`config.mk`:
```
export PLATFORM = sky130hd
export DESIGN_NAME = rtc_bus_regs
export DESIGN_NICKNAME = d
export VERILOG_FILES = /design/src/rtl/rtcb_pkg.sv /design/src/rtl/rtcb_bus_dec.sv /design/src/rtl/rtcb_hold_bank.sv /design/src/rtl/rtcb_xfer.sv /design/src/rtl/rtc_bus_regs.sv
export SDC_FILE = /design/constraint.sdc
export NUM_CORES = 1
export LEC_CHECK = 0
export ABC_AREA = 0
export BUFFER_PORTS_ARGS = -buffer_cell sky130_fd_sc_hd__clkbuf_2
export CORE_MARGIN = 5
export CORE_UTILIZATION = 50
export DETAILED_ROUTE_END_ITERATION = 7
export PLACE_DENSITY = 0.84
export SLEW_MARGIN = 20
export SYNTH_ARGS = -nofsm -noshare
export SYNTH_HDL_FRONTEND = slang
export SYNTH_SLANG_ARGS = --single-unit
```
`constraint.sdc`:
```
create_clock -name clk -period 2.7 [get_ports clk]
set_input_delay 0.405 -clock clk [delete_from_list [all_inputs] [get_ports clk]]
set_output_delay 0.405 -clock clk [all_outputs]
set_load 0.05 [all_outputs]
```
`src/rtl/rtcb_pkg.sv`:
```
package rtcb_pkg;
  localparam int NREG   = 8;
  localparam int IDX_W  = $clog2(NREG);
  localparam int TIME_W = NREG * 8;

  typedef enum logic [IDX_W-1:0] {
    RG_CTRL = 3'd0, RG_SEC = 3'd1, RG_MIN = 3'd2, RG_HOUR = 3'd3,
    RG_DAY  = 3'd4, RG_DATE = 3'd5, RG_MONTH = 3'd6, RG_YEAR = 3'd7
  } reg_idx_e;

  localparam int BIT_WRITE = 7;  // control register
  localparam int BIT_READ  = 6;  // control register
  localparam int BIT_OSC   = 7;  // seconds register
  localparam int BIT_FTEST = 6;  // day register
  localparam int BIT_BATT  = 7;  // day register

  // bits refreshed from the live counter
  function automatic logic [7:0] time_mask(input int idx);
    case (idx)
      0:       return 8'h3F;
      1, 2:    return 8'h7F;
      3, 5:    return 8'h3F;
      4:       return 8'h07;
      6:       return 8'h1F;
      default: return 8'hFF;
    endcase
  endfunction

  // bits the host may write
  function automatic logic [7:0] host_mask(input int idx);
    return (idx == int'(RG_DAY)) ? ~(8'h1 << BIT_BATT) : 8'hFF;
  endfunction
endpackage

```
`src/rtl/rtcb_bus_dec.sv`:
```
module rtcb_bus_dec
  import rtcb_pkg::*;
#(
  parameter int ADDR_W = 11
) (
  input  logic              ce_n,
  input  logic              oe_n,
  input  logic              we_n,
  input  logic              inhibit,
  input  logic [ADDR_W-1:0] addr,
  output logic              rd_act,
  output logic              wr_act,
  output logic              top_sel,
  output logic [IDX_W-1:0]  idx,
  output logic              ram_rd,
  output logic              ram_wr
);
  logic sel;

  assign sel     = !ce_n && !inhibit;
  assign wr_act  = sel && !we_n;
  assign rd_act  = sel && we_n && !oe_n;
  assign top_sel = &addr[ADDR_W-1:IDX_W];
  assign idx     = addr[IDX_W-1:0];
  assign ram_rd  = rd_act && !top_sel;
  assign ram_wr  = wr_act && !top_sel;
endmodule

```
`src/rtl/rtcb_hold_bank.sv`:
```
module rtcb_hold_bank
  import rtcb_pkg::*;
(
  input  logic                       clk,
  input  logic                       rst_n,
  input  logic                       wr_en,
  input  logic [IDX_W-1:0]           wr_idx,
  input  logic [7:0]                 wr_data,
  input  logic                       copy_en,
  input  logic [TIME_W-1:0]          cnt_time,
  output logic [NREG-1:0][7:0]       hold_q
);
  for (genvar g = 0; g < NREG; g++) begin : g_reg
    localparam logic [7:0] TM = time_mask(g);
    localparam logic [7:0] HM = host_mask(g);
    logic [7:0] nxt;

    always_comb begin
      nxt = hold_q[g];
      if (copy_en)
        nxt = (nxt & ~TM) | (cnt_time[g*8 +: 8] & TM);
      if (wr_en && (wr_idx == IDX_W'(g)))
        nxt = (nxt & ~HM) | (wr_data & HM);
    end

    always_ff @(posedge clk or negedge rst_n) begin
      if (!rst_n) hold_q[g] <= '0;
      else        hold_q[g] <= nxt;
    end
  end
endmodule

```
`src/rtl/rtcb_xfer.sv`:
```
module rtcb_xfer
  import rtcb_pkg::*;
(
  input  logic                 clk,
  input  logic                 rst_n,
  input  logic                 tick,
  input  logic [7:0]           ctrl_q,
  input  logic                 wr_en,
  input  logic [IDX_W-1:0]     wr_idx,
  input  logic [7:0]           wr_data,
  input  logic [NREG-1:0][7:0] hold_q,
  output logic                 copy_en,
  output logic                 cnt_load,
  output logic [TIME_W-1:0]    cnt_wdata
);
  logic halted, release_wr, load_q;

  assign halted     = ctrl_q[BIT_READ] || ctrl_q[BIT_WRITE];
  assign release_wr = wr_en && (wr_idx == IDX_W'(RG_CTRL)) &&
                      ctrl_q[BIT_WRITE] && !wr_data[BIT_WRITE];
  // a tick during the load cycle would copy a stale count back
  assign copy_en    = tick && !halted && !load_q;

  always_ff @(posedge clk or negedge rst_n) begin
    if (!rst_n) load_q <= 1'b0;
    else        load_q <= release_wr;
  end

  assign cnt_load = load_q;

  for (genvar g = 0; g < NREG; g++) begin : g_out
    localparam logic [7:0] TM = time_mask(g);
    assign cnt_wdata[g*8 +: 8] = hold_q[g] & TM;
  end
endmodule

```
`src/rtl/rtc_bus_regs.sv`:
```
module rtc_bus_regs
  import rtcb_pkg::*;
#(
  parameter int ADDR_W = 11
) (
  input  logic              clk,
  input  logic              rst_n,
  input  logic              ce_n,
  input  logic              oe_n,
  input  logic              we_n,
  input  logic [ADDR_W-1:0] addr,
  input  logic [7:0]        wdata,
  output logic [7:0]        rdata,
  output logic              rd_en,
  output logic              ram_rd,
  output logic              ram_wr,
  input  logic [7:0]        ram_rdata,
  input  logic              inhibit,
  input  logic              battery_ok,
  input  logic              tick,
  input  logic [TIME_W-1:0] cnt_time,
  output logic              cnt_load,
  output logic [TIME_W-1:0] cnt_wdata,
  output logic              osc_stop,
  output logic              freq_test
);
  logic                 rd_act, wr_act, top_sel, reg_wr, copy_en;
  logic [IDX_W-1:0]     idx;
  logic [NREG-1:0][7:0] hold_q;
  logic [7:0]           view;

  rtcb_bus_dec #(.ADDR_W(ADDR_W)) u_dec (
    .ce_n(ce_n), .oe_n(oe_n), .we_n(we_n), .inhibit(inhibit), .addr(addr),
    .rd_act(rd_act), .wr_act(wr_act), .top_sel(top_sel), .idx(idx),
    .ram_rd(ram_rd), .ram_wr(ram_wr)
  );

  assign reg_wr = wr_act && top_sel;

  rtcb_hold_bank u_bank (
    .clk(clk), .rst_n(rst_n), .wr_en(reg_wr), .wr_idx(idx), .wr_data(wdata),
    .copy_en(copy_en), .cnt_time(cnt_time), .hold_q(hold_q)
  );

  rtcb_xfer u_xfer (
    .clk(clk), .rst_n(rst_n), .tick(tick), .ctrl_q(hold_q[RG_CTRL]),
    .wr_en(reg_wr), .wr_idx(idx), .wr_data(wdata), .hold_q(hold_q),
    .copy_en(copy_en), .cnt_load(cnt_load), .cnt_wdata(cnt_wdata)
  );

  always_comb begin
    view = hold_q[idx];
    if (idx == IDX_W'(RG_DAY)) view[BIT_BATT] = battery_ok;
  end

  assign rd_en     = rd_act;
  assign rdata     = !rd_act ? 8'h00 : (top_sel ? view : ram_rdata);
  assign osc_stop  = hold_q[RG_SEC][BIT_OSC];
  assign freq_test = hold_q[RG_DAY][BIT_FTEST];
endmodule

```
After elaboration in Yosys (flattened, before gate mapping)
Index checks and enable logic that the tools add are counted.
{"block": "word_totals", "ff_bits": 65, "in_bits": 99, "out_inout_bits": 78, "word_cells": 85}
{"block": "op_classes", "order_cmp": 1, "eq_ne": 7, "muxes": 21, "bitwise": 8, "n_reduce_logical": 38}
{"cell": "8-bit two-way mux", "count": 19}
{"cell": "8-bit binary-select mux with 3-bit select", "count": 1}
{"cell": "8-bit by 6-bit OR with 8-bit output", "count": 3}
{"cell": "8-bit by 7-bit OR with 8-bit output", "count": 3}
{"cell": "1-bit logical AND", "count": 19}
{"cell": "2-bit nonzero test", "count": 8}
{"cell": "3-bit == test (second input constant)", "count": 4}
{"cell": "1-bit logical NOT", "count": 8}
{"cell": "8-bit by 3-bit OR with 8-bit output", "count": 1}
{"cell": "8-bit by 5-bit OR with 8-bit output", "count": 1}
{"cell": "8-bit AND reduction", "count": 1}
{"cell": "3-bit by 2-bit == test with 1-bit output (second input constant)", "count": 2}
{"cell": "3-bit by 4-bit less-than comparator with 1-bit output (second input constant)", "count": 1}
{"cell": "3-bit by 1-bit == test with 1-bit output (second input constant)", "count": 1}
{"cell": "3-bit logical NOT", "count": 1}
{"cell": "1-bit logical OR", "count": 1}
{"cell": "1-bit two-way mux", "count": 1}

Logic depth before layout (Yosys ltp)
{"block": "logic_depth", "ltp_word": 7, "mapped_depth": 5, "depth_no_buf": 3}

Modules after synthesis
A second synthesis with hierarchy kept.
{"block": "unflattened", "hier_cells": 351, "hier_area_um2": 4282.9}
{"mod": "rtcb_hold_bank", "instances": 1, "cells_per_inst": 197, "area_each_um2": 3017.9, "seq_area_each_um2": 1576.5}
{"mod": "rtc_bus_regs", "instances": 1, "cells_per_inst": 75, "area_each_um2": 635.6, "seq_area_each_um2": 0.0}
{"mod": "rtcb_xfer", "instances": 1, "cells_per_inst": 69, "area_each_um2": 530.5, "seq_area_each_um2": 25.0}
{"mod": "rtcb_bus_dec", "instances": 1, "cells_per_inst": 10, "area_each_um2": 98.8, "seq_area_each_um2": 0.0}

Worst setup path after synthesis
No wires, ideal clock.
{"block": "synth_path", "kind": "input -> output", "startpoint": "in oe_n", "endpoint": "out rdata[0]", "t_arrival_ps": 2399, "path_slack_ps": -104, "path_stages": 3, "n_path_buf": 1, "cell_sequence": "or4b_2 > buf_2 > a211oi_1"}
{"block": "synth_via", "elab_chain_cells": 3}
{"item": "from (decl)", "line_no": "rtc_bus_regs.sv:9", "source": "input logic oe_n,"}
{"item": "1-bit logical NOT", "line_no": "rtcb_bus_dec.sv:22", "source": "assign rd_act = sel && we_n && !oe_n;"}
{"item": "1-bit logical AND", "line_no": "rtcb_bus_dec.sv:22"}
{"item": "8-bit two-way mux", "line_no": "rtc_bus_regs.sv:57", "source": "assign rdata = !rd_act ? 8'h00 : (top_sel ? view : ram_rdata);"}
{"item": "to (decl)", "line_no": "rtc_bus_regs.sv:13", "source": "output logic [7:0] rdata,"}
No other way between the ends.

Worst setup path in the final report
{"block": "layout_path", "startpoint": "in addr[1]", "endpoint": "out rdata[4]"}
{"block": "layout_via", "elab_chain_cells": 4}
{"item": "from (decl)", "line_no": "rtc_bus_regs.sv:11", "source": "input logic [ADDR_W-1:0] addr,"}
{"item": "8-bit binary-select mux with 3-bit select", "line_no": "rtc_bus_regs.sv:52", "source": "view = hold_q[idx];"}
{"item": "8-bit two-way mux (not written as such)", "line_no": "rtc_bus_regs.sv:52"}
{"item": "8-bit two-way mux (2 in series)", "line_no": "rtc_bus_regs.sv:57"}
No other way between the ends. The select of a mux whose other input is x is not followed.

==> run_results.csv <==
group,metric,value,unit
routing,num_vias,2916,
logic_synthesis,synth_xor_xnor_area_share,0,%
run_status,status,"finished, final reports clean",
floorplan,fp-row-count,34,
routing,wl_per_cell,19.9,µm
floorplan,die_y,103,µm
clock_tree,insertion_delay,0.34,ns
timing,fmax,435,MHz
critical_path,critPathMaxStageDelay,0.52,ns
critical_path,critPathTopFamily,"multiplexers",
critical_path,path_max_fanout,23,
power,pwr-share-clk,27.7,%
critical_path,crit_top_cell,"clkbuf_2",
logic_synthesis,synth_top_family_by_area,"multiplexers",
global_route,grt_usage,20.6,%
placed_design,placed_cells,519,
logic_synthesis,netlist_area,4360,µm²
routing,routed_via_density,5.45,
logic_synthesis,synth_area_per_cell,13.4,µm²
final_layout,final_net_count,521,
critical_path,crit_cells,6,
routing,drt_first_pass_iters,4,
power,pwr_density_cell,529,nW/µm²
power,p_switching,931,µW
power,pwr-share-comb,30.2,%
critical_path,critPathBufInv,3,
power,internal_power,1.66,mW
power,peakVddDrop,0.347,mV
floorplan,die_x,103,µm
placed_design,portBuffers,144,
critical_path,worstSetupPathType,"input port to primary output",
critical_path,critPathCaptureType,"primary output",
global_route,grt_pass1_wl,16100,µm
timing,finalSetupTns,0,ns
timing,setup_ws,0.403,ns
final_layout,drive_gt1_share,67.4,%
routing,drt_iter0_drc,54,
placed_design,hpwlAfterDp,7820,µm
logic_synthesis,yosysUniqueCellTypes,28,
clock_tree,cts_resized,0,
logic_synthesis,synthCells,326,
floorplan,core_area,8590,µm²
timing,rsz0062_at_grt,"no",
clock_tree,clock_sinks,64,
timing,period_share,85.1,%
flow_run,drv_cap,0,
timing,setup_viol,0,
logic_synthesis,synth-seq-cells,64,
clock_tree,cts_tree,"done",
floorplan,ios,177,
logic_synthesis,synth-simple-area-share,7.27,%
global_route,antenna_found_initial,0,
global_route,grt_overflow_total,0,
critical_path,crit_path_top_delay_cell,"mux4_2",
critical_path,cp_cell_sequence,"clkbuf_2 > buf_12 > mux4_2 > mux2i_1 > a211oi_1 > clkbuf_2",
critical_path,start_kind,"input port",
timing,finalHoldViolCount,0,
placed_design,gp_congestion,0.780,
logic_synthesis,synthMuxAreaShare,38.8,%
placed_design,dp_slack,0.386,ns
logic_synthesis,synth_compound_area_share,2.30,%
global_route,grt_max_degree,65,
timing,tightest_slew,0.823,ns
timing,skew,0.00429,ns
clock_tree,ctsHoldBuffers,0,
clock_tree,htreeDepth,3,
routing,route.detailed.drc,0,
critical_path,rr_worst_depth,4,
clock_tree,cts_root_buf,"clkbuf_8",
clock_tree,numCtsBuffers,9,
critical_path,r2r-start,"u_bank.hold_q[6]$_DFFE_PN0P_",
global_route,grt_pass1_vias,3017,
critical_path,crit_arrival,1.89,ns
power,switching_share,36.0,%
final_layout,areaGrowthSynthToFinish,12.3,%
logic_synthesis,ys_seq_area_share,36.8,%
clock_tree,path_clk_slew,0.07,ns
timing,drv_slew,0,
routing,routed_wl,10700,µm
timing,relSlewSlack,45.1,%
final_layout,diodes,0,
logic_synthesis,synthAdderAreaFrac,0,%
critical_path,ff2ff_setup_slack,0.66,ns
critical_path,required,2.30,ns
final_layout,final_cells,535,
logic_synthesis,ys_warn_count,0,
floorplan,initial_core_util,50.7,%
power,p_leak,2.41,nW
hold_path,worst_hold_path_type,"input port to asynchronous set/reset pin",
clock_tree,cts_buffer_depth,2,
clock_tree,post-cts-setup-buffers,0,
routing,drtAntennaViolNets,0,
critical_path,r2r_end,"u_bank.hold_q[5]$_DFFE_PN0P_",
power,total_power,2.59,mW
timing,min_period,2.30,ns
floorplan,die-area,10700,µm²
power,sequentialPowerShare,42.1,%
power by group through the flow:
stage / Sequential [mW] / Clock, mW / Combinational [mW]
6_report: 1.09 / 0.717 / 0.782
5_1_grt: 1.10 / 0.778 / 0.829
3_5_place_dp: 1.11 / 0 / 0.787
2_1_floorplan: 1.09 / 0 / 0.710
3_3_place_gp: 1.10 / 0 / 0.774
4_1_cts: 1.09 / 0.733 / 0.789
per-layer routing:
layer  GRT usage [%]  part of all wire (%)
met1            26.1                    42
met2            35.2                    50
met3            3.35                   6.2
met4            7.87                   1.9
met5               0                     0
flip-flops by register name (all words and copies together) (netlist names):
signal           cells
u_xfer.cnt_load      1
u_bank.hold_q       63
final cells by class:
| cell class | count | area (µm²) |
|---|---|---|
| clock inverters | 3 | 17.5 |
| clock buffers | 13 | 149 |
| multi-input cells | 193 | 2170 |
| flip-flops and latches | 64 | 1600 |
| well taps | 108 | 135 |
| repair buffers | 153 | 813 |
| inverters | 1 | 3.75 |
| fillers | 761 | 3700 |
cells in the mapped netlist:
cell type	n	area (µm²)
mux2_2	91	1020
buf_4	73	548
dfrtp_1	64	1600
mux2_1	20	225
mux4_2	16	360
a211oi_1	8	60.1
a21oi_1	8	40.0
mux2i_1	8	80.1
buf_6	7	78.8
nand4_4	5	106
and3b_1	3	26.3
nand4_2	3	37.5
nor3b_2	3	37.5
and4_1	2	17.5
buf_2	2	10.0
and2_1	1	6.26
and3_1	1	6.26
clkbuf_1	1	3.75
conb_1	1	3.75
inv_1	1	3.75
nand4_1	1	6.26
nor2_1	1	3.75
nor2b_1	1	6.26
nor3_1	1	5.00
nor3_4	1	16.3
nor3b_1	1	7.51
nor4b_4	1	23.8
or4b_2	1	10.0
metrics by stage:
stage	instance area, µm²	utilization, %	hold slack [ns]
final	4890	56.9	0.237
after global placement	4730	55.0	0.482
after CTS	4890	56.9	0.267
after detailed placement	4730	55.0	0.491
after floorplan	4410	-	0.109
after global routing	4890	56.9	0.316
cells in the final DEF, fill, tap and decap left out, types with 3 or more instances in the layout:
cell,instances
clkbuf_2,144
mux2_2,91
dfrtp_1,64
mux2_1,20
mux4_2,16
conb_1,16
clkbuf_8,10
mux2i_1,8
a21oi_1,8
a211oi_1,8
buf_4,7
nand4_4,5
and3b_1,3
nand4_2,3
nor3b_2,3
clkbuf_1,3
cell families after synthesis:
family / after synthesis
buf+inv: 84
mux: 135
flops: 64
simple gates: 26
other cells: 1
compound gates: 16
worst max path at each step:
| stage | startpoint | to | slack [ns] |
|---|---|---|---|
| after CTS | addr[1] | rdata[4] | 0.38 |
| final | addr[1] | rdata[4] | 0.40 |
| after global routing | addr[1] | rdata[4] | 0.30 |
| after detailed placement | addr[1] | rdata[4] | 0.39 |
| after floorplan | oe_n | rdata[0] | -0.10 |
| after global placement | addr[1] | rdata[4] | 0.37 |
Power figures use the tool's default switching activity.
